$ cat config.mk
export PLATFORM = sky130hd
export DESIGN_NAME = pix_color_sel
export DESIGN_NICKNAME = d
export VERILOG_FILES = /design/src/rtl/pcs_pkg.sv /design/src/rtl/pcs_decode.sv /design/src/rtl/pcs_align.sv /design/src/rtl/pcs_merge.sv /design/src/rtl/pix_color_sel.sv
export SDC_FILE = /design/constraint.sdc
export NUM_CORES = 1
export LEC_CHECK = 0
export BUFFER_PORTS_ARGS = -buffer_cell sky130_fd_sc_hd__buf_2
export CAP_MARGIN = 20
export CORE_UTILIZATION = 41
export CTS_CLUSTER_DIAMETER = 150
export CTS_CLUSTER_SIZE = 28
export DETAILED_ROUTE_END_ITERATION = 10
export PLACE_DENSITY = 0.7
export SETUP_SLACK_MARGIN = 0.1
export SLEW_MARGIN = 20
export SYNTH_ARGS = -nofsm -noshare
export SYNTH_HDL_FRONTEND = slang
export SYNTH_SLANG_ARGS = --single-unit
export TNS_END_PERCENT = 20
$ cat constraint.sdc
create_clock -name clk -period 2.75 [get_ports clk]
set_clock_uncertainty 0.2 [all_clocks]
set_input_delay 0.275 -clock clk [delete_from_list [all_inputs] [get_ports clk]]
set_output_delay 0.275 -clock clk [all_outputs]
set_load 0.05 [all_outputs]
$ cat src/rtl/pcs_pkg.sv
// Shared types and helpers for the colour selector.
// Assumes a packed true-colour word laid out as {unused, B, G, R}.
package pcs_pkg;

    typedef struct packed {
        logic [7:0] r;
        logic [7:0] g;
        logic [7:0] b;
    } rgb_t;

    localparam logic [7:0] DIRECT_TAG = 8'h03;

    // Unpack a true-colour word; the top byte is discarded.
    function automatic rgb_t unpack_bgr(input logic [31:0] w);
        rgb_t c;
        c.r = w[7:0];
        c.g = w[15:8];
        c.b = w[23:16];
        return c;
    endfunction

endpackage

$ cat src/rtl/pcs_decode.sv
// Stage 1: decodes the per-pixel mode, unpacks true colour and
// tracks the column for end-of-line marking.
// Assumes vis_width is steady while a line is in flight.
module pcs_decode
    import pcs_pkg::*;
#(
    parameter int PITCH = 1024,
    parameter int CW    = $clog2(PITCH) + 1
) (
    input  logic          clk,
    input  logic          rst_n,
    input  logic          en,
    input  logic [CW-1:0] vis_width,
    input  logic          in_valid,
    input  logic [7:0]    in_index,
    input  logic [31:0]   in_direct,
    input  logic [31:0]   in_ctrl,
    output logic          s1_valid,
    output logic          s1_direct,
    output rgb_t          s1_rgb,
    output logic [7:0]    s1_index,
    output logic          s1_last
);
    localparam logic [CW-1:0] PITCH_W = CW'(PITCH);

    logic [CW-1:0] lim;
    logic [CW-1:0] col;
    logic          at_end;
    logic          take;

    // Effective line width: zero or oversize means the full pitch.
    always_comb begin
        if (vis_width == '0 || vis_width > PITCH_W) lim = PITCH_W;
        else                                        lim = vis_width;
    end

    assign at_end = (col >= lim - CW'(1));
    assign take   = en && in_valid;

    // Column counter, advanced per accepted pixel.
    always_ff @(posedge clk) begin
        if (!rst_n)    col <= '0;
        else if (take) col <= at_end ? '0 : col + CW'(1);
    end

    // First pipeline register: mode, colour and line position.
    always_ff @(posedge clk) begin
        if (!rst_n) begin
            s1_valid  <= 1'b0;
            s1_direct <= 1'b0;
            s1_rgb    <= '0;
            s1_index  <= '0;
            s1_last   <= 1'b0;
        end else if (en) begin
            s1_valid  <= in_valid;
            s1_direct <= (in_ctrl[31:24] == DIRECT_TAG);
            s1_rgb    <= unpack_bgr(in_direct);
            s1_index  <= in_index;
            s1_last   <= in_valid && at_end;
        end
    end

    AST_LAST_WRAP: assert property (@(posedge clk) disable iff (!rst_n)
        (take && at_end) |=> (col == '0));

endmodule

$ cat src/rtl/pcs_align.sv
// Stage 2: holds pixel attributes for the cycle in which the
// palette memory answers, keeping both colour paths aligned.
// Assumes a palette read latency of exactly one clock.
module pcs_align
    import pcs_pkg::*;
(
    input  logic clk,
    input  logic rst_n,
    input  logic en,
    input  logic s1_valid,
    input  logic s1_direct,
    input  rgb_t s1_rgb,
    input  logic s1_last,
    output logic s2_valid,
    output logic s2_direct,
    output rgb_t s2_rgb,
    output logic s2_last
);
    // Delay register matching the palette access cycle.
    always_ff @(posedge clk) begin
        if (!rst_n) begin
            s2_valid  <= 1'b0;
            s2_direct <= 1'b0;
            s2_rgb    <= '0;
            s2_last   <= 1'b0;
        end else if (en) begin
            s2_valid  <= s1_valid;
            s2_direct <= s1_direct;
            s2_rgb    <= s1_rgb;
            s2_last   <= s1_last;
        end
    end

    AST_STAGE_MOVE: assert property (@(posedge clk) disable iff (!rst_n)
        (en && s1_valid) |=> s2_valid);

endmodule

$ cat src/rtl/pcs_merge.sv
// Stage 3: picks true colour or palette data and registers
// the output pixel.
// Assumes pal_rgb is stable while the pipe is stalled.
module pcs_merge
    import pcs_pkg::*;
(
    input  logic        clk,
    input  logic        rst_n,
    input  logic        en,
    input  logic        s2_valid,
    input  logic        s2_direct,
    input  rgb_t        s2_rgb,
    input  logic        s2_last,
    input  logic [23:0] pal_rgb,
    output logic        out_valid,
    output logic [23:0] out_rgb,
    output logic        out_last
);
    rgb_t pick;

    // Colour source choice for the pixel in stage 2.
    always_comb pick = s2_direct ? s2_rgb : rgb_t'(pal_rgb);

    // Output register; it only moves when the pipe advances.
    always_ff @(posedge clk) begin
        if (!rst_n) begin
            out_valid <= 1'b0;
            out_rgb   <= '0;
            out_last  <= 1'b0;
        end else if (en) begin
            out_valid <= s2_valid;
            out_rgb   <= pick;
            out_last  <= s2_valid && s2_last;
        end
    end

    AST_BUBBLE_PROP: assert property (@(posedge clk) disable iff (!rst_n)
        (en && !s2_valid) |=> !out_valid);

endmodule

$ cat src/rtl/pix_color_sel.sv
// Top: per-pixel direct/indexed colour selection, three stages deep.
// All stages share one advance enable, so backpressure stalls
// every input stream and the palette port together.
// Assumes a synchronous palette memory that updates pal_rgb only
// on a clock where pal_en is high.
module pix_color_sel
    import pcs_pkg::*;
#(
    parameter int PITCH = 1024,
    parameter int CW    = $clog2(PITCH) + 1
) (
    input  logic          clk,
    input  logic          rst_n,
    input  logic [CW-1:0] vis_width,
    input  logic          in_valid,
    output logic          in_ready,
    input  logic [7:0]    in_index,
    input  logic [31:0]   in_direct,
    input  logic [31:0]   in_ctrl,
    output logic          pal_en,
    output logic [7:0]    pal_addr,
    input  logic [23:0]   pal_rgb,
    output logic          out_valid,
    input  logic          out_ready,
    output logic [23:0]   out_rgb,
    output logic          out_last
);
    logic en;
    logic s1_valid, s1_direct, s1_last;
    logic s2_valid, s2_direct, s2_last;
    rgb_t s1_rgb, s2_rgb;
    logic [7:0] s1_index;

    // Global advance: the output slot is free or being drained.
    assign en       = !out_valid || out_ready;
    assign in_ready = en;
    assign pal_addr = s1_index;
    assign pal_en   = en && s1_valid && !s1_direct;

    pcs_decode #(.PITCH(PITCH), .CW(CW)) u_decode (
        .clk       (clk),
        .rst_n     (rst_n),
        .en        (en),
        .vis_width (vis_width),
        .in_valid  (in_valid),
        .in_index  (in_index),
        .in_direct (in_direct),
        .in_ctrl   (in_ctrl),
        .s1_valid  (s1_valid),
        .s1_direct (s1_direct),
        .s1_rgb    (s1_rgb),
        .s1_index  (s1_index),
        .s1_last   (s1_last)
    );

    pcs_align u_align (
        .clk       (clk),
        .rst_n     (rst_n),
        .en        (en),
        .s1_valid  (s1_valid),
        .s1_direct (s1_direct),
        .s1_rgb    (s1_rgb),
        .s1_last   (s1_last),
        .s2_valid  (s2_valid),
        .s2_direct (s2_direct),
        .s2_rgb    (s2_rgb),
        .s2_last   (s2_last)
    );

    pcs_merge u_merge (
        .clk       (clk),
        .rst_n     (rst_n),
        .en        (en),
        .s2_valid  (s2_valid),
        .s2_direct (s2_direct),
        .s2_rgb    (s2_rgb),
        .s2_last   (s2_last),
        .pal_rgb   (pal_rgb),
        .out_valid (out_valid),
        .out_rgb   (out_rgb),
        .out_last  (out_last)
    );

    AST_OUT_HOLD: assert property (@(posedge clk) disable iff (!rst_n)
        (out_valid && !out_ready) |=>
        (out_valid && $stable(out_rgb) && $stable(out_last)));

    AST_IN_BLOCK: assert property (@(posedge clk) disable iff (!rst_n)
        (out_valid && !out_ready) |-> !in_ready);

endmodule

==> out/qor.txt, run 1 <==
Initial DRC count - 176
Fmax - 0.4034 GHz
Via count - 4046
Seq pwr share - 50.7%
Pleak - 2.405 nW
Input/output buffers - 114
DPL Wire Length - 6.686 mm
CP Launch Type - primary input
Reg2Reg Setup Slack - 0.67 ns
Htree depth - 3
Max FO, Critical Path - 8
Max incr delay on CP - 0.57 ns
R2R cell count - 8
PD cells - 540.5 nW/µm²
Run status - complete, no violations
Crit path DAT - 2.53 ns
Internal power - 2.225 mW
Ports - 147
Hold path depth - 3
Hold wc startpoint - rst_n
Initial Util - 42.79%
Switching Power - 817.6 µW
Critical path endpoint category - flip-flop
Number of synthesized flops with an enable pin - 0
Worst EP required - 2.80 ns
Worst-Margin Slew - 0.5633 ns
Tcrit/Tclk final - 90.15%
Initial antenna violation count - 2
Number of nets in the layout - 784
Clock root buffer - clkbuf_8
Maximum VDD drop - 0.0002940 V
Largest net degree at the start of global routing - 111
All-Layer GR Usage - 19.76%
Pre-antenna DRT Iters - 5
Ys flop type - dfxtp_1
Synth cell types - 41
TritonCTS Sinks - 99
Worst-Skew Late Latency - 0.37 ns
Crit path cell chain - buf_2, or4_4, nor4_2, nand2_1, and3_1, ha_1, nand4_1, or2_4, o221ai_4, nor2_1
Switching part of the total - 26.88%
Hold slack - 0.03129 ns
Sequential share of the synthesized area - 46.74%
R2r endpoint - u_decode.s1_last
Post-DRT Antenna Nets - 0
Final setup viols - 0
Place WS - -0.1830 ns
Fin. Hold Viols - 0
Relative slew margins - 62.44%
Mapped Cells - 516
YS warnings - 0
R2R Path Start - u_decode.col[0]
Routed len/inst - 13.16 µm
Die ar. - 10750 µm²
Standard-cell rows - 36
CTS tree - yes
Flops & latches, synth - 99
CP max stage cell - or4_4
Post-layout min period - 2.479 ns
Hold crit path type - primary input to flip-flop
Clk pwr share - 34.7%
Syn Nets - 640
Clock Path Buffers - 2
Reg clk slew, reported paths - 0.09 ns
Vias in the first global route - 3912
Vias per cell - 5.064
Async SR Flop Fraction - 0%
Max-slew violations - 0
Mapped Area - 4240 µm²
Setup ws final - 0.2709 ns
Die height - 103.7 µm
Synth-to-layout area growth - 32.72%
Logic pwr share - 14.6%
Share of post-route cells with drive strength above 1 - 24.06%
Hold Path End - u_decode.col[2]
Worst setup path class - primary input to flip-flop
DIE WIDTH - 103.7 µm
Power, Total - 3.042 mW
Routability Congestion - 0.8060
RSZ-0062 raised after global routing - false
Max-cap violations - 0
Final WL - 10.51 mm
Core Area - 9910 µm²
Avg Inst Size Synth - 8.218 µm²
Final setup TNS - 0 ns
First-pass GRT wire length - 17.49 mm
Post-route DRC - 0
Fin util - 56.79%
GRT overflow - 0
Inserted Clock Buffers - 9
## sequential cells by signal (all words and copies together) (netlist names)
name / count
u_decode.s1_direct: 1
u_align.s2_direct: 1
u_align.s2_last: 1
u_decode.s1_index: 8
u_decode.s1_valid: 1
u_decode.col: 11
u_align.s2_valid: 1
u_merge.out_valid: 1
u_align.s2_rgb: 24
u_merge.out_last: 1
u_decode.s1_last: 1
u_merge.out_rgb: 24
u_decode.s1_rgb: 24
## power groups by stage
stage	sequential, mW	clock, mW	combinational [mW]
after global placement	1.57	0	0.389
after CTS	1.54	1.08	0.439
after global routing	1.55	1.14	0.482
after detailed placement	1.58	0	0.400
final	1.54	1.06	0.443
after floorplan	1.67	0	0.157
## final cells by class
| type | instances | area [µm²] |
|---|---|---|
| Fill cell | 923 | 4282 |
| Multi-Input combinational cell | 377 | 2145 |
| Sequential cell | 99 | 1982 |
| Timing Repair Buffer | 166 | 1074 |
| Tap cell | 133 | 166.4 |
| Clock buffer | 10 | 137.6 |
| Clock inverter | 6 | 93.84 |
| Inverter | 7 | 27.53 |
| Antenna cell | 1 | 2.502 |
## cell usage in the layout, fill, tap and decap left out, types with 7 or more instances in the layout
cell type / netlist / layout
nor2_1: 48 / 47
dlygate4sd3_1: 0 / 35
buf_4: 0 / 15
a21oi_1: 67 / 66
a211oi_1: 27 / 27
nand4_1: 7 / 7
xnor2_1: 9 / 9
ha_1: 13 / 13
buf_2: 6 / 114
clkbuf_8: 0 / 10
dfxtp_1: 99 / 99
mux2i_1: 24 / 24
nand2_1: 133 / 133
## critical path, delay by kind of cell
family	cells	cell delay (ns)
and+or+nand+nor	7	1.58
adders and majority gates	1	0.31
buffers and inverters	1	0.11
AOI/OAI and AO/OA	1	0.25
## worst max-delay path by stage
| stage | from | to | depth (start not counted) |
|---|---|---|---|
| floorplan | vis_width[3] | u_decode.col[10] | 10 |
| global placement | vis_width[3] | u_decode.s1_last | 11 |
| detailed placement | vis_width[3] | u_decode.col[5] | 11 |
| CTS | vis_width[3] | u_decode.col[5] | 11 |
| global route | vis_width[3] | u_decode.col[9] | 11 |
| finish | vis_width[3] | u_decode.col[8] | 10 |
## kinds of logic after synthesis
group | count (synthesis) | synth area share, %
compound gates | 111 | 15.96
xor+xnor | 12 | 2.479
fa+ha+maj | 13 | 3.836
buf+inv | 40 | 3.718
flops | 99 | 46.74
mux | 24 | 5.665
simple gates | 217 | 21.60
## stage by stage
| step | instances | cell area, µm² |
|---|---|---|
| final | 799 | 5628 |
| after global routing | 799 | 5628 |
| after detailed placement | 747 | 5030 |
| after CTS | 798 | 5612 |
| after floorplan | 516 | 4263 |
| after global placement | 747 | 5030 |
## what timing repair did
action                                  CTS  global route
endpoints found under the setup margin    0            12
hold endpoints to repair                 33             0
hold buffers                             35             0
buffers inserted                          0             0
resized for setup                         0             3
## layer usage
metal	vias to the layer above	track usage, %	wire length (µm)
met4	2	10.61	245
met3	22	4.405	501
met2	111	34.18	5262
li1	2050	-	-
met5	-	0	13
met1	1861	22.67	4486
## synth_stat cells (all sizes together) (2+ instances only)
library cell    n  area (µm²)
xnor2           9       78.83
inv             6       22.52
nand4           7       43.79
nor2b           3       18.77
buf            11       48.80
nand2         133       499.2
a21oi          67       335.3
a211oi         28       215.2
mux2i          24       240.2
and2            2       12.51
ha             13       162.7
nor4            2       18.77
xor2            3       26.28
nor3            6       30.03
and3            2       12.51
dfxtp          99        1982
nor2           48       180.2
o41ai           2       25.03
and4            2       17.52
o21ai           5       25.02
nand3           5       25.02
clkbuf         22       82.58
nor3b           3       22.52
a21boi          2       15.01
Note: power is estimated with default switching activity, not from simulation.
==> run 2, diff against run 1 <==
--- a/config.mk
+++ b/config.mk
@@ -11,7 +11,7 @@
 export CTS_CLUSTER_DIAMETER = 150
 export CTS_CLUSTER_SIZE = 28
 export DETAILED_ROUTE_END_ITERATION = 10
-export PLACE_DENSITY = 0.7
+export PLACE_DENSITY = 0.73
 export SETUP_SLACK_MARGIN = 0.1
 export SLEW_MARGIN = 20
 export SYNTH_ARGS = -nofsm -noshare
==> run 2 against run 1 <==
- critical path depth up 1
- wire length decreased by 3.1%
- global-route usage is 0.58 points lower
- critical endpoint is now u_decode.col[6]
- largest cell class unchanged
- largest power group unchanged
==> out/qor.txt, run 2 (synthesized netlist as in run 1, its figures left out) <==
Post-Layout Cell Count - 797 (was 799)
Worst-Skew Late Latency - 0.35 ns (was 0.37 ns)
CP startpoint - vis_width[3] (unchanged)
Ports - 147 (unchanged)
DIE WIDTH - 103.7 µm (unchanged)
CP Launch Type - primary input (unchanged)
Logic pwr share - 15.0% (was 14.6%)
Switching part of the total - 26.70% (was 26.88%)
Hold slack - 0.01578 ns (was 0.03129 ns)
Final setup viols - 0 (unchanged)
Share of post-route cells with drive strength above 1 - 23.98% (was 24.06%)
Die ar. - 10750 µm² (unchanged)
TritonCTS Sinks - 99 (unchanged)
Biggest regs - u_align.s2_rgb (24), u_decode.s1_rgb (24), u_merge.out_rgb (24) (unchanged)
Internal power - 2.146 mW (was 2.225 mW)
Placed cell areas - 5025 µm² (was 5030 µm²)
Switching Power - 781.8 µW (was 817.6 µW)
Tcrit/Tclk final - 89.50% (was 90.15%)
Routability Congestion - 0.8959 (was 0.8060)
Clock Path Buffers - 2 (unchanged)
Power, Total - 2.928 mW (was 3.042 mW)
Via count - 4006 (was 4046)
Reg2Reg Setup Slack - 0.71 ns (was 0.67 ns)
Die height - 103.7 µm (unchanged)
Post-layout min period - 2.461 ns (was 2.479 ns)
Worst setup path class - primary input to flip-flop (unchanged)
CTS tree - yes (unchanged)
Standard-cell rows - 36 (unchanged)
Most frequent cells in the layout - 133 x nand2_1, 114 x buf_2, 99 x dfxtp_1 (unchanged)
Placed Cells - 748 (was 747)
Number of nets in the layout - 782 (was 784)
Post-route DRC - 0 (unchanged)
Inserted Clock Buffers - 9 (unchanged)
All-Layer GR Usage - 19.18% (was 19.76%)
R2R Path Start - u_decode.col[0] (unchanged)
Hold wc startpoint - in_ctrl[30] (was rst_n)
Pre-antenna DRT Iters - 4 (was 5)
Input/output buffers - 114 (unchanged)
Post-CTS setup repair buffer count - 0 (unchanged)
Reg clk slew, reported paths - 0.09 ns (about the same)
Most common cell after layout, fill and taps aside - nand2_1 (unchanged)
Fin util - 56.22% (was 56.79%)
Htree depth - 3 (unchanged)
Clock root buffer - clkbuf_8 (unchanged)
Pleak - 2.384 nW (was 2.405 nW)
Max-cap violations - 0 (unchanged)
Initial antenna violation count - 1 (was 2)
DPL Wire Length - 6.682 mm (was 6.686 mm)
Initial Util - 42.79% (unchanged)
Initial DRC count - 205 (was 176)
Crit path DAT - 2.55 ns (was 2.53 ns)
Cell area after layout - 5572 µm² (was 5628 µm²)
PD cells - 525.6 nW/µm² (was 540.5 nW/µm²)
GRT overflow - 0 (unchanged)
Fin. Hold Viols - 0 (unchanged)
Post-DRT Antenna Nets - 0 (unchanged)
Largest net degree at the start of global routing - 88 (was 111)
Vias in the first global route - 3902 (was 3912)
First-pass GRT wire length - 17.28 mm (was 17.49 mm)
Hold crit path type - primary input to flip-flop (unchanged)
Final WL - 10.19 mm (was 10.51 mm)
Max FO, Critical Path - 8 (unchanged)
Worst EP required - 2.84 ns (was 2.80 ns)
RSZ-0062 raised after global routing - false (unchanged)
Synth-to-layout area growth - 31.40% (was 32.72%)
Worst-Margin Slew - 0.6502 ns (was 0.5633 ns)
Max-slew violations - 0 (unchanged)
Critical path endpoint category - flip-flop (unchanged)
Relative slew margins - 56.66% (was 62.44%)
Core Area - 9910 µm² (unchanged)
Routed len/inst - 12.78 µm (was 13.16 µm)
Run status - complete, no violations (unchanged)
Clk pwr share - 32.4% (was 34.7%)
Fmax - 0.4063 GHz (was 0.4034 GHz)
Vias per cell - 5.026 (was 5.064)
Maximum VDD drop - 0.0002943 V (was 0.0002940 V)
Seq pwr share - 52.6% (was 50.7%)
run 2: changes by cell type in the layout (fill, tap and decap cells not counted), sizes merged, moves of 2 or more:
cell,before,now
clkbuf,10,12
clkinv,1,4
dlygate4sd3,35,32
inv,9,6
run 2: what timing repair did:
item,CTS,global route
hold buffers,32,0
gates resized for setup,0,3
endpoints found under the hold margin,32,0
setup endpoints to repair,0,12
run 2: power groups by stage:
stage	combinational [mW]	clock (mW)	sequential, mW
6_report	0.440	0.948	1.54
5_1_grt	0.478	1.04	1.55
4_1_cts	0.437	0.973	1.54
3_5_place_dp	0.401	0	1.57
3_3_place_gp	0.389	0	1.57
2_1_floorplan	0.157	0	1.67
run 2: per-stage QoR:
| stage | setup WS [ns] | TNS [ns] |
|---|---|---|
| final | 0.2887 | 0 |
| after global routing | 0.1686 | 0 |
| after CTS | 0.1186 | 0 |
| after detailed placement | -0.2596 | -2.704 |
| after global placement | -0.1418 | -1.500 |
| after floorplan | 0.08333 | 0 |
run 2: layout make-up:
type | count | area, µm²
fillers | 905 | 4338
multi-input cells | 377 | 2151
flip-flops and latches | 99 | 1982
repair buffers | 164 | 1039
well taps | 133 | 166.4
clock buffers | 12 | 155.1
clock inverters | 4 | 48.80
inverters | 7 | 27.53
diodes | 1 | 2.502
run 2: path summary, 6_finish.rpt:
kind	endpoint	cells after the start
max reg2reg	u_decode.s1_last	8
min	u_decode.s1_direct	4
min reg2reg	u_decode.s1_index[7]	2
max	u_decode.col[6]	11
run 2: worst max-delay path, cell delays in order:
cell and delay (ns):
buf_2 0.10, or4_4 0.58, nor4_4 0.18, nand2_1 0.10, and3_1 0.19, ha_1 0.31
a21oi_1 0.16, nand2_1 0.10, a21oi_4 0.23, o221ai_4 0.17, nor2_1 0.14
run 2: layer usage:
layer / vias to the layer above / part of all wire [%] / track usage, %
li1: 2046 / - / -
met1: 1847 / 45 / 22.72
met2: 107 / 50 / 33.84
met3: 6 / 5.3 / 5.475
met4: 0 / 0.23 / 5.102
met5: - / 0 / 0
==> run 3, diff against run 2 <==
--- a/config.mk
+++ b/config.mk
@@ -7,11 +7,13 @@
 export LEC_CHECK = 0
 export BUFFER_PORTS_ARGS = -buffer_cell sky130_fd_sc_hd__buf_2
 export CAP_MARGIN = 20
-export CORE_UTILIZATION = 41
+export CELL_PAD_IN_SITES_DETAIL_PLACEMENT = 0
+export CELL_PAD_IN_SITES_GLOBAL_PLACEMENT = 2
+export CORE_UTILIZATION = 25
 export CTS_CLUSTER_DIAMETER = 150
 export CTS_CLUSTER_SIZE = 28
 export DETAILED_ROUTE_END_ITERATION = 10
-export PLACE_DENSITY = 0.73
+export PLACE_DENSITY = 0.78
 export SETUP_SLACK_MARGIN = 0.1
 export SLEW_MARGIN = 20
 export SYNTH_ARGS = -nofsm -noshare
==> run 3 against run 2 <==
- via count decreased by 1.5%
- sequential share of layout area down 1.6 points
- critical endpoint is now u_decode.col[2]
- global-route usage is 5.6 points lower
- setup slack worse by 0.018 ns
- core utilization down 21 points
- largest power group unchanged
- power increased by 14%
- clock power is 43% higher
- largest cell class unchanged
- combinational power is 2% higher
==> out/qor.txt, run 3 (synthesized netlist as in run 1, its figures left out) <==
Hold crit path type - primary input to flip-flop (unchanged)
Crit path DAT - 2.56 ns (was 2.55 ns)
Post-DRT Antenna Nets - 0 (unchanged)
Fmax - 0.4034 GHz (was 0.4063 GHz)
Max incr delay on CP - 0.58 ns (about the same)
Ports - 147 (unchanged)
Max-slew violations - 0 (unchanged)
Fin. Hold Viols - 0 (unchanged)
GRT overflow - 0 (unchanged)
Standard-cell rows - 47 (was 36)
DPL Wire Length - 8.061 mm (was 6.682 mm)
Input/output buffers - 114 (unchanged)
CTS tree - yes (unchanged)
Die height - 132.2 µm (was 103.7 µm)
Number of nets in the layout - 787 (was 782)
Die ar. - 17490 µm² (was 10750 µm²)
Worst setup path class - primary input to flip-flop (unchanged)
Post-layout min period - 2.479 ns (was 2.461 ns)
Clock root buffer - clkbuf_16 (was clkbuf_8)
Critical path endpoint category - flip-flop (unchanged)
Largest net degree at the start of global routing - 66 (was 88)
Relative slew margins - 53.64% (was 56.66%)
Maximum VDD drop - 0.0003099 V (was 0.0002943 V)
Routability Congestion - 0.7519 (was 0.8959)
Most frequent cells in the layout - 133 x nand2_1, 114 x buf_2, 98 x dfxtp_1 (was 133 x nand2_1, 114 x buf_2, 99 x dfxtp_1)
DIE WIDTH - 132.2 µm (was 103.7 µm)
Setup ws final - 0.2710 ns (was 0.2887 ns)
Post-Layout Cell Count - 889 (was 797)
PD cells - 572.6 nW/µm² (was 525.6 nW/µm²)
Pleak - 2.464 nW (was 2.384 nW)
Biggest regs - u_align.s2_rgb (24), u_decode.s1_rgb (24), u_merge.out_rgb (24) (unchanged)
Top Family by Delay on Critical Path - simple AND/OR/NAND/NOR gates (unchanged)
Clock Path Buffers - 2 (unchanged)
Worst-Margin Slew - 0.6954 ns (was 0.6502 ns)
Initial Util - 25.57% (was 42.79%)
Final setup TNS - 0 ns (unchanged)
Placed Cells - 839 (was 748)
All-Layer GR Usage - 13.53% (was 19.18%)
Final setup viols - 0 (unchanged)
Final WL - 11.48 mm (was 10.19 mm)
Initial DRC count - 175 (was 205)
Worst-Skew Late Latency - 0.35 ns (about the same)
Hold slack - 0.03397 ns (was 0.01578 ns)
Initial antenna violation count - 0 (was 1)
Routed len/inst - 12.91 µm (was 12.78 µm)
Max FO, Critical Path - 5 (was 8)
Max-cap violations - 0 (unchanged)
Most common cell after layout, fill and taps aside - nand2_1 (unchanged)
Run status - complete, no violations (unchanged)
CP Launch Type - primary input (unchanged)
Worst EP required - 2.83 ns (was 2.84 ns)
Share of post-route cells with drive strength above 1 - 25.00% (was 23.98%)
TritonCTS Sinks - 99 (unchanged)
Core Area - 16580 µm² (was 9910 µm²)
Place WS - -0.2454 ns (was -0.2596 ns)
Via count - 3944 (was 4006)
Post-route DRC - 0 (unchanged)
Vias per cell - 4.436 (was 5.026)
Pre-antenna DRT Iters - 4 (unchanged)
Inserted Clock Buffers - 9 (unchanged)
CP max stage cell - or4_4 (unchanged)
CP bufs+invs - 2 (was 1)
Synth-to-layout area growth - 37.80% (was 31.40%)
Htree depth - 3 (unchanged)
RSZ-0062 raised after global routing - false (unchanged)
Crit path cell chain - buf_2, or4_4, nor4_4, nand2_1, and3_1, ha_1, a21oi_1, nand2_1, a21oi_4, buf_4, o21ai_0, a21oi_1 (was buf_2, or4_4, nor4_4, nand2_1, and3_1, ha_1, a21oi_1, nand2_1, a21oi_4, o221ai_4, nor2_1)
Tcrit/Tclk final - 90.15% (was 89.50%)
First-pass GRT wire length - 19.03 mm (was 17.28 mm)
Reg clk slew, reported paths - 0.07 ns (was 0.09 ns)
Vias in the first global route - 3905 (was 3902)
-- run 3: timing repair --
action	4_1_cts	5_1_grt
endpoints found under the setup margin	0	12
gates resized for setup	0	5
hold endpoints to repair	32	0
setup buffers	0	1
hold buffers	32	0
-- run 3: worst register-to-register path: stages (launching register included) --
cell and delay, ns:
dfxtp_1 0.37, inv_1 0.09, ha_1 0.28, nor2b_1 0.04, o21ai_0 0.27, a211oi_2 0.12
buf_4 0.18, o211a_1 0.22, a211oi_1 0.19
-- run 3: stage by stage --
| stage | power (mW) | util, % | instance area, µm² |
|---|---|---|---|
| floorplan | 1.827 | - | 4263 |
| global placement | 1.978 | 31.15 | 5165 |
| detailed placement | 1.988 | 31.15 | 5165 |
| CTS | 3.399 | 34.99 | 5802 |
| global route | 3.496 | 35.22 | 5841 |
| finish | 3.346 | 35.23 | 5843 |
-- run 3: final timing paths --
check / start / to / slack, ns / cells past startpoint
worst min-delay path: in_ctrl[27] / u_decode.s1_direct / 0.03 / 4
worst max-delay path: vis_width[3] / u_decode.col[2] / 0.27 / 12
worst max register to register: u_decode.col[0] / u_decode.s1_last / 0.72 / 8
worst min register to register: u_align.s2_rgb[12] / u_align.s2_rgb[12] / 0.25 / 2
-- run 3: area by class of cell --
class	instances	area, µm²
fill	1784	10740
multi-input combinational	377	2162
sequential	99	1983
timing repair buffer	169	1076
tap	220	275.3
clock buffer	9	225.2
clock inverter	7	91.34
inverter	7	27.53
antenna	1	2.502
-- run 3: power by group --
group          switching [mW]  internal [mW]  total [mW]  leakage [nW]
registers              0.0372           1.50        1.54         0.818
logic                   0.272          0.176       0.448          1.49
clock network           0.560          0.796        1.36         0.156
-- run 3: layer usage --
| layer | track usage (%) | vias up | routed length (µm) |
|---|---|---|---|
| met5 | 0 | - | 0 |
| met3 | 4.806 | 10 | 644 |
| met2 | 22.66 | 80 | 5434 |
| met4 | 4.342 | 0 | 143 |
| met1 | 16.10 | 1799 | 5256 |
| li1 | - | 2055 | - |
